==> src/rtl/aid_hdr_pkg.sv <==
package aid_hdr_pkg;
  localparam int SYM_TICKS = 130;
  localparam int N_SYM     = 6;
  localparam int N_POS     = 4;
  localparam int POS_BASE  = 66;
  localparam int POS_STEP  = 20;
  localparam int WIN       = 2;
  localparam int CODE_W    = 2;
  localparam int ID_W      = N_SYM * CODE_W;

  typedef enum logic [2:0] {
    ST_IDLE, ST_PRE, ST_SYM, ST_GAP, ST_SIL
  } hdr_st_e;

  function automatic int pos_tick(int k);
    return POS_BASE + k * POS_STEP;
  endfunction
endpackage

==> src/rtl/aid_tick_div.sv <==
module aid_tick_div #(
  parameter int DIV = 2
) (
  input  logic clk_i,
  input  logic rst_ni,
  input  logic run_i,
  output logic tick_o,
  output logic first_o
);
  localparam int DW = (DIV > 2) ? $clog2(DIV) : 1;
  localparam logic [DW-1:0] LAST = DW'(DIV - 1);

  logic [DW-1:0] cnt_q;

  always_ff @(posedge clk_i or negedge rst_ni) begin
    if (!rst_ni)             cnt_q <= '0;
    else if (!run_i)         cnt_q <= '0;
    else if (cnt_q == LAST)  cnt_q <= '0;
    else                     cnt_q <= cnt_q + 1'b1;
  end

  assign tick_o  = run_i && (cnt_q == LAST);
  assign first_o = run_i && (cnt_q == '0);
endmodule

==> src/rtl/aid_pos_decode.sv <==
module aid_pos_decode
  import aid_hdr_pkg::*;
#(
  parameter int CNT_W = 8
) (
  input  logic [CNT_W-1:0]  tick_i,
  output logic              hit_o,
  output logic [CODE_W-1:0] code_o
);
  logic [N_POS-1:0] in_win;

  for (genvar k = 0; k < N_POS; k++) begin : g_win
    localparam logic [CNT_W-1:0] LO = CNT_W'(pos_tick(k) - WIN);
    localparam logic [CNT_W-1:0] HI = CNT_W'(pos_tick(k) + WIN);
    assign in_win[k] = (tick_i >= LO) && (tick_i <= HI);
  end

  always_comb begin
    code_o = '0;
    for (int k = 0; k < N_POS; k++)
      if (in_win[k]) code_o = CODE_W'(k);
  end

  assign hit_o = |in_win;
endmodule

==> src/rtl/aid_hdr_timer.sv <==
module aid_hdr_timer
  import aid_hdr_pkg::*;
#(
  parameter int TICK_DIV  = 2,
  parameter int GAP_W     = 8,
  parameter int SIL_TICKS = 40
) (
  input  logic             clk_i,
  input  logic             rst_ni,
  input  logic             start_i,
  input  logic             tx_mode_i,
  input  logic [ID_W-1:0]  tx_id_i,
  input  logic [GAP_W-1:0] isbi_i,
  input  logic [GAP_W-1:0] aid_isbi_i,
  input  logic             rx_pulse_i,
  output logic             busy_o,
  output logic             tx_pulse_o,
  output logic             coll_o,
  output logic             done_o,
  output logic [ID_W-1:0]  rx_id_o,
  output logic             rx_err_o
);
  localparam int SIL_W = $clog2(SIL_TICKS + 1);
  localparam int W0    = (GAP_W > 8) ? GAP_W : 8;
  localparam int CNT_W = (SIL_W > W0) ? SIL_W : W0;
  localparam int SYM_W = $clog2(N_SYM);
  localparam logic [CNT_W-1:0] SYM_LAST = CNT_W'(SYM_TICKS - 1);
  localparam logic [CNT_W-1:0] SIL_LAST = CNT_W'(SIL_TICKS - 1);
  localparam logic [SYM_W-1:0] SYM_MAX  = SYM_W'(N_SYM - 1);

  hdr_st_e          state_q;
  logic [CNT_W-1:0] cnt_q;
  logic [SYM_W-1:0] sym_q;
  logic             mode_q, got_q, err_q, coll_q, done_q;
  logic [ID_W-1:0]  id_q, rxid_q, rxid_d;
  logic [GAP_W-1:0] gap_q, aid_q;

  logic              tick, first;
  logic              dec_hit;
  logic [CODE_W-1:0] dec_code, sent_code;
  logic [CNT_W-1:0]  tx_pos;
  logic [CNT_W:0]    cnt_inc;
  logic              in_sym, sym_end, accept, fault, mismatch, miss;
  logic              coll_cond, rx_fault;

  aid_tick_div #(.DIV(TICK_DIV)) u_div (
    .clk_i   (clk_i),
    .rst_ni  (rst_ni),
    .run_i   (state_q != ST_IDLE),
    .tick_o  (tick),
    .first_o (first)
  );

  aid_pos_decode #(.CNT_W(CNT_W)) u_dec (
    .tick_i (cnt_q),
    .hit_o  (dec_hit),
    .code_o (dec_code)
  );

  always_comb begin
    sent_code = '0;
    rxid_d    = rxid_q;
    for (int s = 0; s < N_SYM; s++) begin
      if (sym_q == SYM_W'(s)) begin
        sent_code = id_q[s*CODE_W +: CODE_W];
        rxid_d[s*CODE_W +: CODE_W] = dec_code;
      end
    end
  end

  always_comb begin
    tx_pos   = CNT_W'(POS_BASE) + CNT_W'(POS_STEP) * CNT_W'(sent_code);
    cnt_inc  = {1'b0, cnt_q} + 1'b1;
    in_sym   = (state_q == ST_SYM);
    sym_end  = in_sym && tick && (cnt_q == SYM_LAST);
    accept   = rx_pulse_i && in_sym && dec_hit && !got_q;
    fault    = rx_pulse_i && ((in_sym && (!dec_hit || got_q)) ||
                              (state_q == ST_GAP) || (state_q == ST_SIL));
    mismatch = accept && (dec_code != sent_code);
    miss     = sym_end && !got_q;
    coll_cond = mode_q && (fault || mismatch || miss);
    rx_fault  = !mode_q && (fault || miss);
  end

  always_ff @(posedge clk_i or negedge rst_ni) begin
    if (!rst_ni) begin
      state_q <= ST_IDLE;
      cnt_q   <= '0;
      sym_q   <= '0;
      mode_q  <= 1'b0;
      id_q    <= '0;
      gap_q   <= '0;
      aid_q   <= '0;
      got_q   <= 1'b0;
      rxid_q  <= '0;
      err_q   <= 1'b0;
      coll_q  <= 1'b0;
      done_q  <= 1'b0;
    end else begin
      coll_q <= coll_cond;
      done_q <= (state_q == ST_SIL) && tick && (cnt_q == SIL_LAST) && !coll_cond;
      if (state_q == ST_IDLE) begin
        if (start_i) begin
          state_q <= ST_PRE;
          cnt_q   <= '0;
          sym_q   <= '0;
          mode_q  <= tx_mode_i;
          id_q    <= tx_id_i;
          gap_q   <= isbi_i;
          aid_q   <= aid_isbi_i;
          got_q   <= 1'b0;
          rxid_q  <= '0;
          err_q   <= 1'b0;
        end
      end else if (coll_cond) begin
        state_q <= ST_IDLE;
      end else begin
        if (rx_fault) err_q <= 1'b1;
        if (accept) begin
          got_q  <= 1'b1;
          rxid_q <= rxid_d;
        end
        if (tick) begin
          unique case (state_q)
            ST_PRE: begin
              if (cnt_inc >= (CNT_W+1)'(aid_q)) begin
                state_q <= ST_SYM;
                cnt_q   <= '0;
              end else cnt_q <= cnt_inc[CNT_W-1:0];
            end
            ST_SYM: begin
              if (cnt_q == SYM_LAST) begin
                cnt_q <= '0;
                got_q <= 1'b0;
                if (sym_q == SYM_MAX)  state_q <= ST_SIL;
                else begin
                  sym_q <= sym_q + 1'b1;
                  if (gap_q != '0)     state_q <= ST_GAP;
                end
              end else cnt_q <= cnt_inc[CNT_W-1:0];
            end
            ST_GAP: begin
              if (cnt_inc >= (CNT_W+1)'(gap_q)) begin
                state_q <= ST_SYM;
                cnt_q   <= '0;
              end else cnt_q <= cnt_inc[CNT_W-1:0];
            end
            ST_SIL: begin
              if (cnt_q == SIL_LAST) state_q <= ST_IDLE;
              else                   cnt_q   <= cnt_inc[CNT_W-1:0];
            end
            default: state_q <= ST_IDLE;
          endcase
        end
      end
    end
  end

  assign busy_o     = (state_q != ST_IDLE);
  assign tx_pulse_o = mode_q && in_sym && first && (cnt_q == tx_pos);
  assign coll_o     = coll_q;
  assign done_o     = done_q;
  assign rx_id_o    = rxid_q;
  assign rx_err_o   = err_q;
endmodule

==> config.mk <==
export PLATFORM = sky130hd
export DESIGN_NAME = aid_hdr_timer
export DESIGN_NICKNAME = d
export VERILOG_FILES = /design/src/rtl/aid_hdr_pkg.sv /design/src/rtl/aid_tick_div.sv /design/src/rtl/aid_pos_decode.sv /design/src/rtl/aid_hdr_timer.sv
export SDC_FILE = /design/constraint.sdc
export NUM_CORES = 1
export LEC_CHECK = 0
export CORE_MARGIN = 5
export CORE_UTILIZATION = 33
export CTS_BUF_LIST = sky130_fd_sc_hd__clkbuf_4
export CTS_CLUSTER_SIZE = 14
export DETAILED_ROUTE_END_ITERATION = 12
export DONT_BUFFER_PORTS = 1
export GPL_TIMING_DRIVEN = 0
export RECOVER_POWER = 100
export SLEW_MARGIN = 10
export SYNTH_ARGS = -nofsm -noshare
export SYNTH_HDL_FRONTEND = slang
export SYNTH_HIERARCHICAL = 1
export SYNTH_SLANG_ARGS = --single-unit
==> constraint.sdc <==
create_clock -name clk_i -period 5 [get_ports clk_i]
set_clock_uncertainty 0.15 [all_clocks]
set_input_delay 0.75 -clock clk_i [delete_from_list [all_inputs] [get_ports clk_i]]
set_output_delay 0.75 -clock clk_i [all_outputs]
set_load 0.01 [all_outputs]
### Yosys cells after proc, flatten, opt, wreduce, memory -nomap -nowiden

Cells that the tools add are included.

* register bits: 60
* latch bits: 0
* memory bits (writable): 0
* bits in read-only memories: 0
* input port bits: 33
* word-level logic and storage cells: 177
* memories kept: 0

* add/sub/neg operators: 4
* multipliers: 1
* divide/modulo/power cells: 0
* magnitude comparators: 10
* eq/ne operators: 22
* shift-type cells: 0
* muxes and demuxes: 58
* bitwise logic cells: 1
* reduce and logical (&&, ||, !) cells: 63

Operators by type and width (number)
* 2-to-1 mux 8 bit: 8
* 2-to-1 mux 3 bit: 17
* 2-to-1 mux 12 bit: 4
* >= comparator 8 x 7 -> 1 bit, second input constant: 4
* case mux 8 bit (4 select lines): 1
* 2-to-1 mux 2 bit: 14
* less-or-equal comparator 8 x 7 -> 1 bit, second input constant: 3
* AND reduction 4 bit: 6
* logical AND 1 bit: 23
* nonzero test 2 bit: 11
* >= comparator 9 x 8 -> 1 bit: 2
* 2-to-1 mux 1 bit: 13
* == test 3 x 2 -> 1 bit, second input constant: 4
* case mux 3 bit (4 select lines): 1
* adder 8 x 1 -> 9 bit, second input constant: 1
* == test 3 bit, second input constant: 3
* adder 7 x 7 -> 8 bit, first input constant: 1
* == test 8 x 6 -> 1 bit, second input constant: 1
* == test 8 bit: 1
* == test 8 bit, second input constant: 1
* less-or-equal comparator 8 bit, second input constant: 1
* inequality test 4 x 2 -> 1 bit, second input constant: 2
* nonzero test 8 bit: 1
* AND reduction 7 bit: 1
* 22 further kinds: 35

### Longest topological paths before layout

* depth after elaboration: 14
* gate-level depth with buffers: 15
* depth with buffers taken out: 14

### By module

Netlist, hierarchy kept.

Modules (own cells, without submodules)
* aid_hdr_timer: times used 1, cells each 334, area an instance 3502.1 um^2, sequential area each 1476.4 um^2
* aid_pos_decode: times used 1, cells each 24, area an instance 148.9 um^2, sequential area each 0.0 um^2
* aid_tick_div: times used 1, cells each 3, area an instance 41.3 um^2, sequential area each 25.0 um^2

### Worst setup path before layout

OpenSTA, ideal clock, no wires.

* path kind: register to register
* start: register, netlist name cnt_q[2]
* end: register, netlist name cnt_q[3]
* arrival: 3033 ps
* path slack: 1692 ps
* cell stages (with the launch flop): 15
* cell sequence: dfrtp_1 buf_2 nand3_1 nor3_1 and3_1 xnor2_1 inv_1 ha_1 nand4_1 nor2_1 o31a_1 o32ai_1 a2111oi_2 nor2_1 mux2_4

==> results by group <==
GRT
  • Met1 usage: 17.7%
  • Vias in the first global route: 2,852
  • M3 GR Usage: 3.86%
  • Gr usage total: 13.7%
  • First-pass GRT wire length: 14.3 mm
  • Largest net degree at the start of global routing: 61
  • Met2 Track Usage GR: 21.4%
  • Grt total ovfl: 0
  • Busiest grt layer: met2
  • Initial antenna violation count: 0

Yosys
  • Post-Synth Simple-Gate Area: 16.2%
  • Most frequent cell after synthesis: dfrtp_1
  • #FFs+latches synth: 60
  • Main combinational cell family by area after synthesis: simple AND/OR/NAND/NOR gates
  • Compound-cell area share of the yosys netlist: 12.6%
  • Synth Warn #: 6
  • Syn avg cell area: 10.2 um2
  • Post-synthesis cell count: 361
  • Top post-synthesis cells by count: dfrtp_1, inv_1, nand2_1
  • Post-synthesis mux area share: 15.4%
  • Synth Cell Area: 3690 um2
  • Area leader, netlist: dfrtp_1
  • Post-Synth XOR/XNOR Area: 1.90%
  • Post-synth ARST share: 100%
  • Area contributors post-synth: dfrtp_1, ha_1, mux2_1
  • Top cell type's share of synthesized area: 40.7%
  • Netlist cell types: 64
  • Syn nets: 418
  • Top_reg_cell synth: dfrtp_1
  • Number of enable flip-flop cells after synthesis: 0
  • Register area share after synthesis: 40.7%
  • Synth Area in Adders: 8.13%

Clocking
  • Clk_lat worst skew: 0.42 ns
  • TritonCTS clock tree: built
  • CTS Hold Bufs: 1
  • Clock root buffer: clkbuf_4
  • TritonCTS buffer count: 9
  • Clock transition at the registers of the reported paths: 0.11 ns
  • H-tree levels: 3
  • Setup Buffers After CTS: 0
  • Clock sink count: 60
  • Clock Path Buffers: 2
  • # resized after CTS: 0

Power and ir drop
  • Leakage power: 0.00189 uW
  • PD cells: 222 nW/um2
  • Maximum VDD drop: 0.110 mV
  • Total Power: 880 uW

Drt
  • Initial DRC Count: 151
  • Vias: 2,711
  • DRC: 0
  • DRT Wirelength: 8.63 mm
  • Post-DRT Antenna Nets: 0
  • Drt first pass iters: 4
  • Wire per inst: 16.7 um
  • Vias per inst: 5.24

Floorplan
  • Num ports: 50
  • DIE AREA: 13,400 um2
  • Die X: 116 um
  • Chip Height: 116 um
  • Core area: 10,900 um2
  • Initial core utilization: 33.9%
  • FP Rows: 38

Setup path
  • Slowest cell delay on critical path: 0.96 ns
  • Crit-path cells: clkbuf_1 -> nand3_1 -> nor3_1 -> and3_1 -> xnor2_1 -> inv_1 -> ha_1 -> nand4_1 -> nor2_1 -> o31a_1 -> o32ai_1 -> a2111oi_2 -> nor2_1 -> mux2_1
  • Crit path DAT: 4.32 ns
  • Largest fanout on the critical path: 10
  • WP data required: 5.15 ns
  • CP max stage cell: a2111oi_2
  • Kind of critical path: flop to flop
  • Crit path launch type: flop
  • Critical Path Most Common Cell: nor2_1
  • Worst setup EP type: flop

STA
  • WHS: 0.302 ns
  • Max Transition Viols Final: 61
  • Final Cycle Share: 83.4%
  • Unrepaired setup endpoints after global routing: no
  • Tmin final: 4.17 ns
  • Worst relative slew slack: -116%
  • Final setup fails: 0
  • Setup TNS: 0 ns
  • Worst-Margin Slew: 3.24 ns
  • Fmax: 240 MHz
  • Final hold viol count: 0

Place
  • Detail Placement HPWL: 6.62 mm
  • IO Port Bufs: 0
  • RD Place Congestion: 0.839

Finish
  • ANT cells: 0
  • Fill count: 1,066
  • Final core occ: 36.5%
  • Area Overhead vs Synth: 7.56%
  • Nets: 430
  • Share of cells above drive strength 1: 10.6%

Flow run
  • Max Cap Viol: 1

Worst hold path
  • Hold Crit Class: primary input to flop

Outcome
  • Failing checks: max-capacitance violations, max-slew violations
  • Status: finished, violations left
-- cell families (layout without fill, tap and decap cells) --
kind of cell               after synthesis  after routing
xor gates and xnor gates                 8              8
muxes                                   49             49
and+or+nand+nor                        115            115
AOI/OAI and AO/OA                       61             61
DFF                                     60             60
buffers and inverters                   44             60
adders and majority gates               24             24
-- metrics by stage --
stage	area [um2]	instances	worst slack (ns)
floorplan	3690	361	1.69
finish	3970	517	0.831
global route	3970	517	0.466
global placement	3870	501	1.13
CTS	4050	517	1.03
detailed placement	3870	501	1.07
-- final timing paths --
path,depth (start not counted),to,slack [ns],startpoint
worst max-delay path,14,cnt_q[4],0.83,cnt_q[2]
worst min-delay path,1,gap_q[6],0.30,isbi_i[6]
worst max register to register,14,cnt_q[4],0.83,cnt_q[2]
worst min register to register,1,aid_q[5],0.35,aid_q[5]
max in group asynchronous,1,aid_q[7],1.62,rst_ni
min in group asynchronous,1,cnt_q[6],1.26,rst_ni
-- flip-flops by register name, summed over array words and instances, names as in the netlist --
name / cells
id_q: 12
u_div/cnt_q: 1
done_o: 1
rx_err_o: 1
coll_o: 1
aid_q: 8
got_q: 1
rx_id_o: 12
gap_q: 8
cnt_q: 8
sym_q: 3
mode_q: 1
state_q: 3
-- final cells by class --
type                       instances  area [um2]  area share (%)
buffer                            12        60.1            1.51
tap                              140         175            4.41
multi-input combinational        257        1960            49.3
clock buffer                      10        75.1            1.89
clock inverter                     5        77.6            1.95
sequential                        60        1500            37.8
inverter                          32         120            3.02
timing repair buffer               1        3.75          0.0945
-- critical path, delay by kind of cell, from the launching register on --
family	cells	cell delay, ns
adders and majority gates	1	0.31
DFF	1	0.46
and+or+nand+nor	6	0.95
AOI/OAI and AO/OA	3	1.25
muxes	1	0.33
xor gates and xnor gates	1	0.15
buffers and inverters	2	0.47
-- cell usage in the layout, fill, tap and decap left out, types with 4 or more instances in the layout --
cell type	instances
or3_1	6
mux2_2	13
o21ai_0	5
clkbuf_1	11
nor3_1	10
inv_1	32
a21oi_1	7
o31a_1	4
nand2_1	31
nand3_1	11
clkbuf_4	10
ha_1	24
dfrtp_1	60
o21ai_1	9
mux2_1	23
nand4_1	4
nor2_1	29
xor2_1	5
mux2i_1	12
a31o_1	4
-- per-layer routing --
metal / part of all wire [%] / routed length [um]
met2: 47 / 4090
met1: 45 / 3860
met3: 5.6 / 481
met5: 0 / 0
met4: 2.3 / 198
-- power by group --
part / leakage [uW] / switching [uW] / internal (uW)
clock network: 0.0000822 / 180 / 204
registers: 0.000789 / 0.0000000000000553 / 485
logic: 0.00102 / 9.89 / 0.727
Power figures use the tool's default switching activity.
